File: src/rtl/mdio_pkg.sv
package mdio_pkg;

  // Sequencer phases of one management frame.
  typedef enum logic [2:0] {
    PH_IDLE,
    PH_PRE,
    PH_HDR,
    PH_TA,
    PH_DATA,
    PH_TAIL,
    PH_FLUSH
  } mdio_phase_e;

endpackage

File: src/rtl/mdio_half_timer.sv
module mdio_half_timer #(
  parameter int HALF = 4
) (
  input  logic clk,
  input  logic rst,
  input  logic run,
  output logic half_end
);

  generate
    if (HALF <= 1) begin : g_every_clk
      // A one-clock half-period needs no counter.
      assign half_end = run;
    end else begin : g_count
      localparam int CW = $clog2(HALF);
      localparam logic [CW-1:0] LAST = CW'(HALF - 1);
      logic [CW-1:0] cnt;

      always_ff @(posedge clk) begin
        if (rst || !run) begin
          cnt <= '0;
        end else if (cnt == LAST) begin
          cnt <= '0;
        end else begin
          cnt <= cnt + 1'b1;
        end
      end

      assign half_end = run && (cnt == LAST);
    end
  endgenerate

endmodule

File: src/rtl/mdio_frame_seq.sv
module mdio_frame_seq
  import mdio_pkg::*;
#(
  parameter int PRE_LEN   = 32,
  parameter int FLUSH_LEN = 32,
  parameter int AW        = 5,
  parameter int DW        = 16
) (
  input  logic          clk,
  input  logic          rst,
  input  logic          start,
  input  logic          op_read,
  input  logic [AW-1:0] phy_addr,
  input  logic [AW-1:0] reg_addr,
  input  logic [DW-1:0] wr_data,
  input  logic          half_end,
  input  logic          mdio_i,
  output logic          active,
  output logic          mdc,
  output logic          mdio_o,
  output logic          mdio_oe,
  output logic          done,
  output logic          err,
  output logic [DW-1:0] rd_data
);

  localparam int HDR_LEN = 4 + 2 * AW;
  localparam int M1      = (PRE_LEN > FLUSH_LEN) ? PRE_LEN : FLUSH_LEN;
  localparam int M2      = (DW > HDR_LEN) ? DW : HDR_LEN;
  localparam int MAXL    = (M1 > M2) ? M1 : M2;
  localparam int CNT_W   = $clog2(MAXL + 1);

  mdio_phase_e          phase;
  logic [CNT_W-1:0]     cnt;
  logic                 is_rd;
  logic [HDR_LEN-1:0]   hdr_sr;
  logic [DW-1:0]        dat_sr;
  logic                 mdc_q, oe_q, o_q, done_q, err_q;
  logic [DW-1:0]        rd_q;

  always_ff @(posedge clk) begin
    if (rst) begin
      phase  <= PH_IDLE;
      cnt    <= '0;
      is_rd  <= 1'b0;
      hdr_sr <= '0;
      dat_sr <= '0;
      mdc_q  <= 1'b0;
      oe_q   <= 1'b0;
      o_q    <= 1'b0;
      done_q <= 1'b0;
      err_q  <= 1'b0;
      rd_q   <= '0;
    end else begin
      done_q <= 1'b0;
      if (phase == PH_IDLE) begin
        if (start) begin
          phase  <= PH_PRE;
          cnt    <= '0;
          is_rd  <= op_read;
          hdr_sr <= {2'b01, (op_read ? 2'b10 : 2'b01), phy_addr, reg_addr};
          dat_sr <= op_read ? '0 : wr_data;
          mdc_q  <= 1'b0;
          oe_q   <= 1'b1;
          o_q    <= 1'b1;
        end
      end else if (half_end) begin
        if (!mdc_q) begin
          // end of low phase
          mdc_q <= 1'b1;
        end else begin
          // end of high phase: slot complete, set up the next one
          mdc_q <= 1'b0;
          case (phase)
            PH_PRE: begin
              if (cnt == CNT_W'(PRE_LEN - 1)) begin
                phase  <= PH_HDR;
                cnt    <= '0;
                o_q    <= hdr_sr[HDR_LEN-1];
                hdr_sr <= {hdr_sr[HDR_LEN-2:0], 1'b0};
              end else begin
                cnt <= cnt + 1'b1;
              end
            end
            PH_HDR: begin
              if (cnt == CNT_W'(HDR_LEN - 1)) begin
                phase <= PH_TA;
                cnt   <= '0;
                oe_q  <= !is_rd;
                o_q   <= !is_rd;
              end else begin
                cnt    <= cnt + 1'b1;
                o_q    <= hdr_sr[HDR_LEN-1];
                hdr_sr <= {hdr_sr[HDR_LEN-2:0], 1'b0};
              end
            end
            PH_TA: begin
              if (is_rd) begin
                cnt   <= '0;
                phase <= mdio_i ? PH_FLUSH : PH_DATA;
              end else if (cnt == '0) begin
                cnt <= CNT_W'(1);
                o_q <= 1'b0;
              end else begin
                phase  <= PH_DATA;
                cnt    <= '0;
                o_q    <= dat_sr[DW-1];
                dat_sr <= {dat_sr[DW-2:0], 1'b0};
              end
            end
            PH_DATA: begin
              if (is_rd) begin
                dat_sr <= {dat_sr[DW-2:0], mdio_i};
              end
              if (cnt == CNT_W'(DW - 1)) begin
                phase <= PH_TAIL;
                cnt   <= '0;
                oe_q  <= 1'b0;
                o_q   <= 1'b0;
              end else begin
                cnt <= cnt + 1'b1;
                if (!is_rd) begin
                  o_q    <= dat_sr[DW-1];
                  dat_sr <= {dat_sr[DW-2:0], 1'b0};
                end
              end
            end
            PH_TAIL: begin
              if (cnt == (is_rd ? CNT_W'(1) : CNT_W'(0))) begin
                phase  <= PH_IDLE;
                done_q <= 1'b1;
                err_q  <= 1'b0;
                if (is_rd) begin
                  rd_q <= dat_sr;
                end
              end else begin
                cnt <= cnt + 1'b1;
              end
            end
            PH_FLUSH: begin
              if (cnt == CNT_W'(FLUSH_LEN - 1)) begin
                phase  <= PH_IDLE;
                done_q <= 1'b1;
                err_q  <= 1'b1;
              end else begin
                cnt <= cnt + 1'b1;
              end
            end
            default: phase <= PH_IDLE;
          endcase
        end
      end
    end
  end

  assign active  = (phase != PH_IDLE);
  assign mdc     = mdc_q;
  assign mdio_o  = o_q;
  assign mdio_oe = oe_q;
  assign done    = done_q;
  assign err     = err_q;
  assign rd_data = rd_q;

endmodule

File: src/rtl/mdio_master.sv
module mdio_master #(
  parameter int MDC_HALF  = 4,
  parameter int PRE_LEN   = 32,
  parameter int FLUSH_LEN = 32
) (
  input  logic        clk,
  input  logic        rst,
  input  logic        start,
  input  logic        op_read,
  input  logic [4:0]  phy_addr,
  input  logic [4:0]  reg_addr,
  input  logic [15:0] wr_data,
  output logic [15:0] rd_data,
  output logic        done,
  output logic        err,
  output logic        mdc,
  output logic        mdio_o,
  output logic        mdio_oe,
  input  logic        mdio_i
);

  localparam int AW = 5;
  localparam int DW = 16;

  logic run;
  logic half_end;

  mdio_half_timer #(.HALF(MDC_HALF)) u_timer (
    .clk      (clk),
    .rst      (rst),
    .run      (run),
    .half_end (half_end)
  );

  mdio_frame_seq #(
    .PRE_LEN   (PRE_LEN),
    .FLUSH_LEN (FLUSH_LEN),
    .AW        (AW),
    .DW        (DW)
  ) u_seq (
    .clk      (clk),
    .rst      (rst),
    .start    (start),
    .op_read  (op_read),
    .phy_addr (phy_addr),
    .reg_addr (reg_addr),
    .wr_data  (wr_data),
    .half_end (half_end),
    .mdio_i   (mdio_i),
    .active   (run),
    .mdc      (mdc),
    .mdio_o   (mdio_o),
    .mdio_oe  (mdio_oe),
    .done     (done),
    .err      (err),
    .rd_data  (rd_data)
  );

endmodule

File: config.mk
export PLATFORM = sky130hd
export DESIGN_NAME = mdio_master
export DESIGN_NICKNAME = d
export VERILOG_FILES = /design/src/rtl/mdio_pkg.sv /design/src/rtl/mdio_half_timer.sv /design/src/rtl/mdio_frame_seq.sv /design/src/rtl/mdio_master.sv
export SDC_FILE = /design/constraint.sdc
export NUM_CORES = 1
export LEC_CHECK = 0
export BUFFER_PORTS_ARGS = -buffer_cell sky130_fd_sc_hd__buf_4
export CAP_MARGIN = 20
export CELL_PAD_IN_SITES_DETAIL_PLACEMENT = 1
export CELL_PAD_IN_SITES_GLOBAL_PLACEMENT = 1
export CORE_MARGIN = 5
export CORE_UTILIZATION = 30
export CTS_CLUSTER_DIAMETER = 150
export DETAILED_ROUTE_END_ITERATION = 6
export GPL_TIMING_DRIVEN = 0
export PLACE_DENSITY = 0.67
export SYNTH_ARGS = -nofsm -noshare
export SYNTH_HDL_FRONTEND = slang
export SYNTH_SLANG_ARGS = --single-unit
File: constraint.sdc
create_clock -name clk -period 4.4 [get_ports clk]
set_input_delay 0.66 -clock clk [delete_from_list [all_inputs] [get_ports clk]]
set_output_delay 0.66 -clock clk [all_outputs]
set_load 0.05 [all_outputs]
=== Word level (Yosys, flattened, before mapping) ===
Index checks and enable logic that the tools add are counted.

* Reductions and logical operators: 27
* Add/subtract/negate cells: 2
* Multiplexer cells: 72
* Bitwise logic cells: 3
* Eq/ne operators: 26

{| class="wikitable"
|+ Operators with widths
! kind !! count
|-
| 16-bit two-way mux || 10
|-
| 14-bit two-way mux || 6
|-
| 6-bit two-way mux || 10
|-
| 6-bit one-hot mux with 6 select lines || 1
|-
| 6-bit AND reduction || 6
|-
| 3-bit two-way mux || 11
|-
| 16-bit one-hot mux with 2 select lines || 1
|-
| 14-bit one-hot mux with 2 select lines || 1
|-
| 1-bit two-way mux || 25
|-
| 3-bit one-hot mux with 6 select lines || 1
|-
| 3-bit by 1-bit inequality test with 1-bit output, second input constant || 5
|-
| 6-bit by 4-bit == test with 1-bit output, second input constant || 2
|-
| 3-bit by 2-bit inequality test with 1-bit output, second input constant || 4
|-
| 3-bit nonzero test || 4
|-
| 3-bit == test, second input constant || 3
|-
| 9-bit AND reduction || 1
|-
| 7-bit AND reduction || 1
|-
| 7-bit nonzero test || 1
|-
| 6-bit by 1-bit adder with 6-bit output, second input constant || 1
|-
| 3-bit by 2-bit == test with 1-bit output, second input constant || 2
|-
| 6-bit by 5-bit == test with 1-bit output, second input constant || 1
|-
| 6-bit == test || 1
|-
| 6-bit logical NOT || 1
|-
| 1-bit one-hot mux with 2 select lines || 3
|-
| 20 further kinds || 28
|}

* Register bits: 63
* Output and inout port bits: 21
* Word-level logic and storage cells: 142
* Input port bits: 31

=== Logic depth before layout (Yosys ltp) ===
* Depth after elaboration: 7
* Depth in mapped cells: 8
* Gate-level depth less buffers: 7

=== Modules after synthesis ===
From an unflattened synthesis, not the netlist that was laid out.

* Cells, all modules: 382
* Area, all modules: 3215.6 sq um

{| class="wikitable"
|+ By module, submodules not included
! module !! instances !! sequential area each (sq um) !! cells an instance !! area each (sq um)
|-
| mdio_frame_seq || 1 || 1221.2 || 376 || 3129.3
|-
| mdio_half_timer || 1 || 40.0 || 6 || 86.3
|}

=== Least setup slack after synthesis ===
Ideal clock, no wire load.

* Path kind: in2reg
* From: input port start
* To: register u_seq.dat_sr[10]
* Buffers on the path: 1
* Required time: 4.272 ns
* Setup time: 0.128 ns
* Arrival time: 1.970 ns
* Stages on the path: 7
* Slack: 2.303 ns
* Cell sequence: or4b_4 o21ai_2 o21a_2 o21ai_2 buf_2 a22oi_1 nor2_1

* Longest elaborated chain between the ends: 2

{| class="wikitable"
|+ Ends and longest elaborated chain
! item !! line !! text
|-
| from (decl) || mdio_master.sv:8 || <nowiki>input logic start,</nowiki>
|-
| 2-bit inequality test (no line) || - ||
|-
| 6-bit AND reduction (no line) || - ||
|-
| to (signal assigned) || mdio_frame_seq.sv:62 || <nowiki>dat_sr <= op_read ? '0 : wr_data;</nowiki>
|-
| to (signal assigned) || mdio_frame_seq.sv:108 || <nowiki>dat_sr <= {dat_sr[DW-2:0], 1'b0};</nowiki>
|-
| to (signal assigned) || mdio_frame_seq.sv:113 || <nowiki>dat_sr <= {dat_sr[DW-2:0], mdio_i};</nowiki>
|-
| to (decl) || mdio_frame_seq.sv:37 || <nowiki>logic [DW-1:0] dat_sr;</nowiki>
|}

No other way between the ends.
A chain may end at the register's enable or synchronous reset.

=== Worst setup path after layout ===
* From: register u_seq.cnt[5]
* To: register u_seq.rd_q[13] (netlist: u_seq.rd_data[13])

* Longest elaborated chain between the ends: 2

{| class="wikitable"
|+ Ends and longest elaborated chain
! item !! line !! text
|-
| from (decl) || mdio_frame_seq.sv:34 || <nowiki>logic [CNT_W-1:0] cnt;</nowiki>
|-
| from (signal assigned) || mdio_frame_seq.sv:82 || <nowiki>cnt <= cnt + 1'b1;</nowiki>
|-
| from (signal assigned) || mdio_frame_seq.sv:92 || <nowiki>cnt <= cnt + 1'b1;</nowiki>
|-
| from (signal assigned) || mdio_frame_seq.sv:121 || <nowiki>cnt <= cnt + 1'b1;</nowiki>
|-
| 6-bit == test || mdio_frame_seq.sv:129 || <nowiki>if (cnt == (is_rd ? CNT_W'(1) : CNT_W'(0))) begin</nowiki>
|-
| 6-bit AND reduction (no line) || - ||
|-
| to (signal assigned) || mdio_frame_seq.sv:134 || <nowiki>rd_q <= dat_sr;</nowiki>
|-
| to (decl) || mdio_frame_seq.sv:39 || <nowiki>logic [DW-1:0] rd_q;</nowiki>
|}

No other way between the ends.

==> results_dict.tcl <==
set metrics [dict create \
    maxSlewViolCount 0 \
    fill_cells 1223 \
    rsz0062_at_grt "false" \
    dieHeight_um 113 \
    hold_class "flop to flop" \
    cts_setup_buffers 0 \
    r2r_slack_ps 1970 \
    cap_viol_max_count 0 \
    num_antenna_cells 0 \
    cts_tree "done" \
    pwr_density_cell_nw_per_um2 440 \
    cts-buffers-inserted 9 \
    critPathKind "flop to flop" \
    timing.final.crit_share 0.552 \
    wirelength_mm 9.88 \
    max_stage_delay_ps 560 \
    io_buffers 50 \
    synth_xor_area_frac 0.00277 \
    worst_slew_pin_slew_ps 679 \
    clock_path_buffers 2 \
    tns_ps 0 \
    yosys.area.top_type "dfxtp_1" \
    fin_skew_ps 15.5 \
    required_ps 4620 \
    finalSetupViolCount 0 \
    die_x_um 113 \
    synth_fa_ha_area_frac 0.0158 \
    core-area_um2 10300 \
    nNetsFinal 465 \
    yosys-top-cells-area "dfxtp_1, nor2_1, mux2i_1" \
    final_util 0.382 \
    gp_congestion 0.890 \
    cts_sinks 63 \
    synthesis.nets 404 \
    via_per_inst 5.36 \
    cts_resized 0 \
    drive_gt1_frac 0.223 \
    rr_startpoint "u_seq.cnt[5]" \
    status "finished clean" \
    synth_compound_area_frac 0.253 \
    synth_top_family_by_area "compound AO/OA/AOI/OAI gates" \
    finalPower_mw 1.73 \
    grt_pass1_vias 3164 \
    hold_buffers 0 \
    clk_pin_slew_worst_paths_ps 80 \
    arrival_ps 2650 \
    initial_core_util 0.306 \
    end_kind "flop" \
    grt_start_max_net_pins 12 \
    num_rows 37 \
    dr.pass1.iters 4 \
    num_vias 3063 \
    worst_path_max_delay_cell "nor4_2" \
    cts_max_level 3 \
    yosys_warnings 0 \
    cp_max_fo 10 \
    synthSimpleGateAreaFrac 0.223 \
    grt_pass1_wl_mm 16.2 \
    synth.avg_cell_area_um2 8.57 \
    drtIter0Drc 113 \
    synth-edff-count 0 \
    ys_ff_latch 63 \
    hold_depth 1 \
    grt_use_total 0.158 \
    cts-root-buf "clkbuf_8" \
    pre_cts_ws_ps 1880 \
    crit_path_start "u_seq.cnt[5]" \
    wire_per_inst_um 17.3 \
    antenna_found_initial 0 \
    dieArea_um2 12700 \
    vdd_drop_max_mv 0.186 \
    syn_inst 369 \
    crit_family "simple AND/OR/NAND/NOR gates" \
    reg2reg_depth 6 \
    async_reset_ff_frac 0 \
    cp-start-kind "flop" \
    dp_hpwl_mm 7.35 \
    path_depth 6 \
    clk_latency_ps 360 \
    post-route-worst-setup-slack_ps 1970 \
    synth.distinct_cells 61 \
    crit_chain "nor4_2, and3_1, nand4_2, buf_2, mux2i_1, nor2_1" \
    gr-total-overflow 0 \
    fin_cells 571 \
    worstHoldStart "u_timer.g_count.cnt[0]" \
    ant_nets 0 \
    p_leak_nw 1.62 \
    synth_mux_area_frac 0.0601 \
    min_period_ps 2430 \
    netlist_area_um2 3160 \
    fmax_ghz 0.412 \
    drc_errors 0 \
    synth-main-ff-cell "dfxtp_1" \
    crit_buf_inv 1 \
    hold_viol 0 \
    worst_r2r_endpoint "u_seq.rd_data[13]" \
    ys_seq_area_frac 0.399 \
    yosys.area.top_type_share 0.399 \
    syn_to_final_growth_pct 24.6 \
    dp.cells 555 \
    placed_cell_area_um2 3710 \
    io_pins 52 \
    final_cell_area_um2 3940 \
    slew-limit-headroom 0.547 \
    hold_path_end "u_timer.g_count.cnt[0]" \
    worst_hold_slack_ps 439 \
]
[worst max-delay path by stage]
stage | to | slack [ps]
floorplan | u_seq.dat_sr[10] | 2300
global placement | u_seq.dat_sr[2] | 1890
detailed placement | u_seq.dat_sr[11] | 1880
CTS | u_seq.rd_data[13] | 1980
global route | u_seq.rd_data[13] | 1810
finish | u_seq.rd_data[13] | 1970
[report_power, final]
group,switching [mW],internal [mW]
registers,0.0360,0.623
clock network,0.237,0.349
logic,0.310,0.177
[layer usage]
metal  track usage  routed length, um  vias to the layer above  part of all wire
met4        0.0481                136                        0             0.014
met1         0.207               4570                     1505              0.46
met5             0                  0                        -                 0
met3        0.0474                559                       15             0.057
met2         0.249               4620                       72              0.47
li1              -                  -                     1471                 -
[cell families (layout without fill, tap and decap cells)]
logic type	after synthesis	in the layout
buffers and inverters	33	99
AOI/OAI and AO/OA	104	104
DFF	63	63
xor gates and xnor gates	1	1
adders and majority gates	4	4
muxes	19	19
and+or+nand+nor	145	145
[area by class of cell]
class,instances,area [um^2],share of cell area
multi-input combinational,273,1750,0.445
sequential,63,1260,0.320
timing repair buffer,50,375,0.0953
tap,136,170,0.0432
clock buffer,11,151,0.0384
buffer,27,126,0.0321
clock inverter,5,80.1,0.0203
inverter,6,22.5,0.00572
[worst register-to-register path: cells and delay by family (launching register included)]
kind | cells | cell delay [ps]
buf+inv | 1 | 380
flops | 1 | 370
simple gates | 4 | 1330
mux | 1 | 220
[cell usage after synthesis (2+ instances only)]
cell	n
a311oi_2	4
mux2i_1	19
a311oi_1	6
a211oi_2	2
a211oi_1	3
buf_2	11
a31oi_1	3
o21ai_0	9
nor4_1	2
ha_1	4
nor3_1	6
a32o_1	2
o21ai_2	2
nand3_1	11
a211o_1	3
nor2_1	63
o21bai_1	2
nand2_1	33
clkbuf_1	14
nor2b_1	5
a21oi_1	20
a22oi_1	15
nand3b_1	2
dfxtp_1	63
o22ai_1	2
a22o_1	15
and3_1	2
nand4_1	5
o21a_1	3
inv_1	6
nand2b_1	2
[sequential cells by signal, indices dropped and copies added (netlist names), named ones only]
| signal | flops |
|---|---|
| u_seq.done | 1 |
| u_seq.mdc | 1 |
| u_seq.is_rd | 1 |
| u_seq.cnt | 6 |
| u_seq.phase | 2 |
| u_timer.g_count.cnt | 2 |
| u_seq.hdr_sr | 14 |
| u_seq.dat_sr | 16 |
| u_seq.mdio_o | 1 |
| u_seq.err | 1 |
| u_seq.rd_data | 16 |
| u_seq.mdio_oe | 1 |
[cells in the final DEF (no fill, tap or decap), drive strengths merged, types with 3 or more instances in the layout]
cell type / count
a211o: 3
a211oi: 5
a21oi: 20
a22o: 15
a22oi: 15
a311oi: 10
a31oi: 3
buf: 63
clkbuf: 25
dfxtp: 63
ha: 4
inv: 6
mux2i: 19
nand2: 34
nand3: 11
nand4: 6
nor2: 63
nor2b: 5
nor3: 8
nor4: 3
o21a: 4
o21ai: 11
Note: power is estimated with default switching activity, not from simulation.
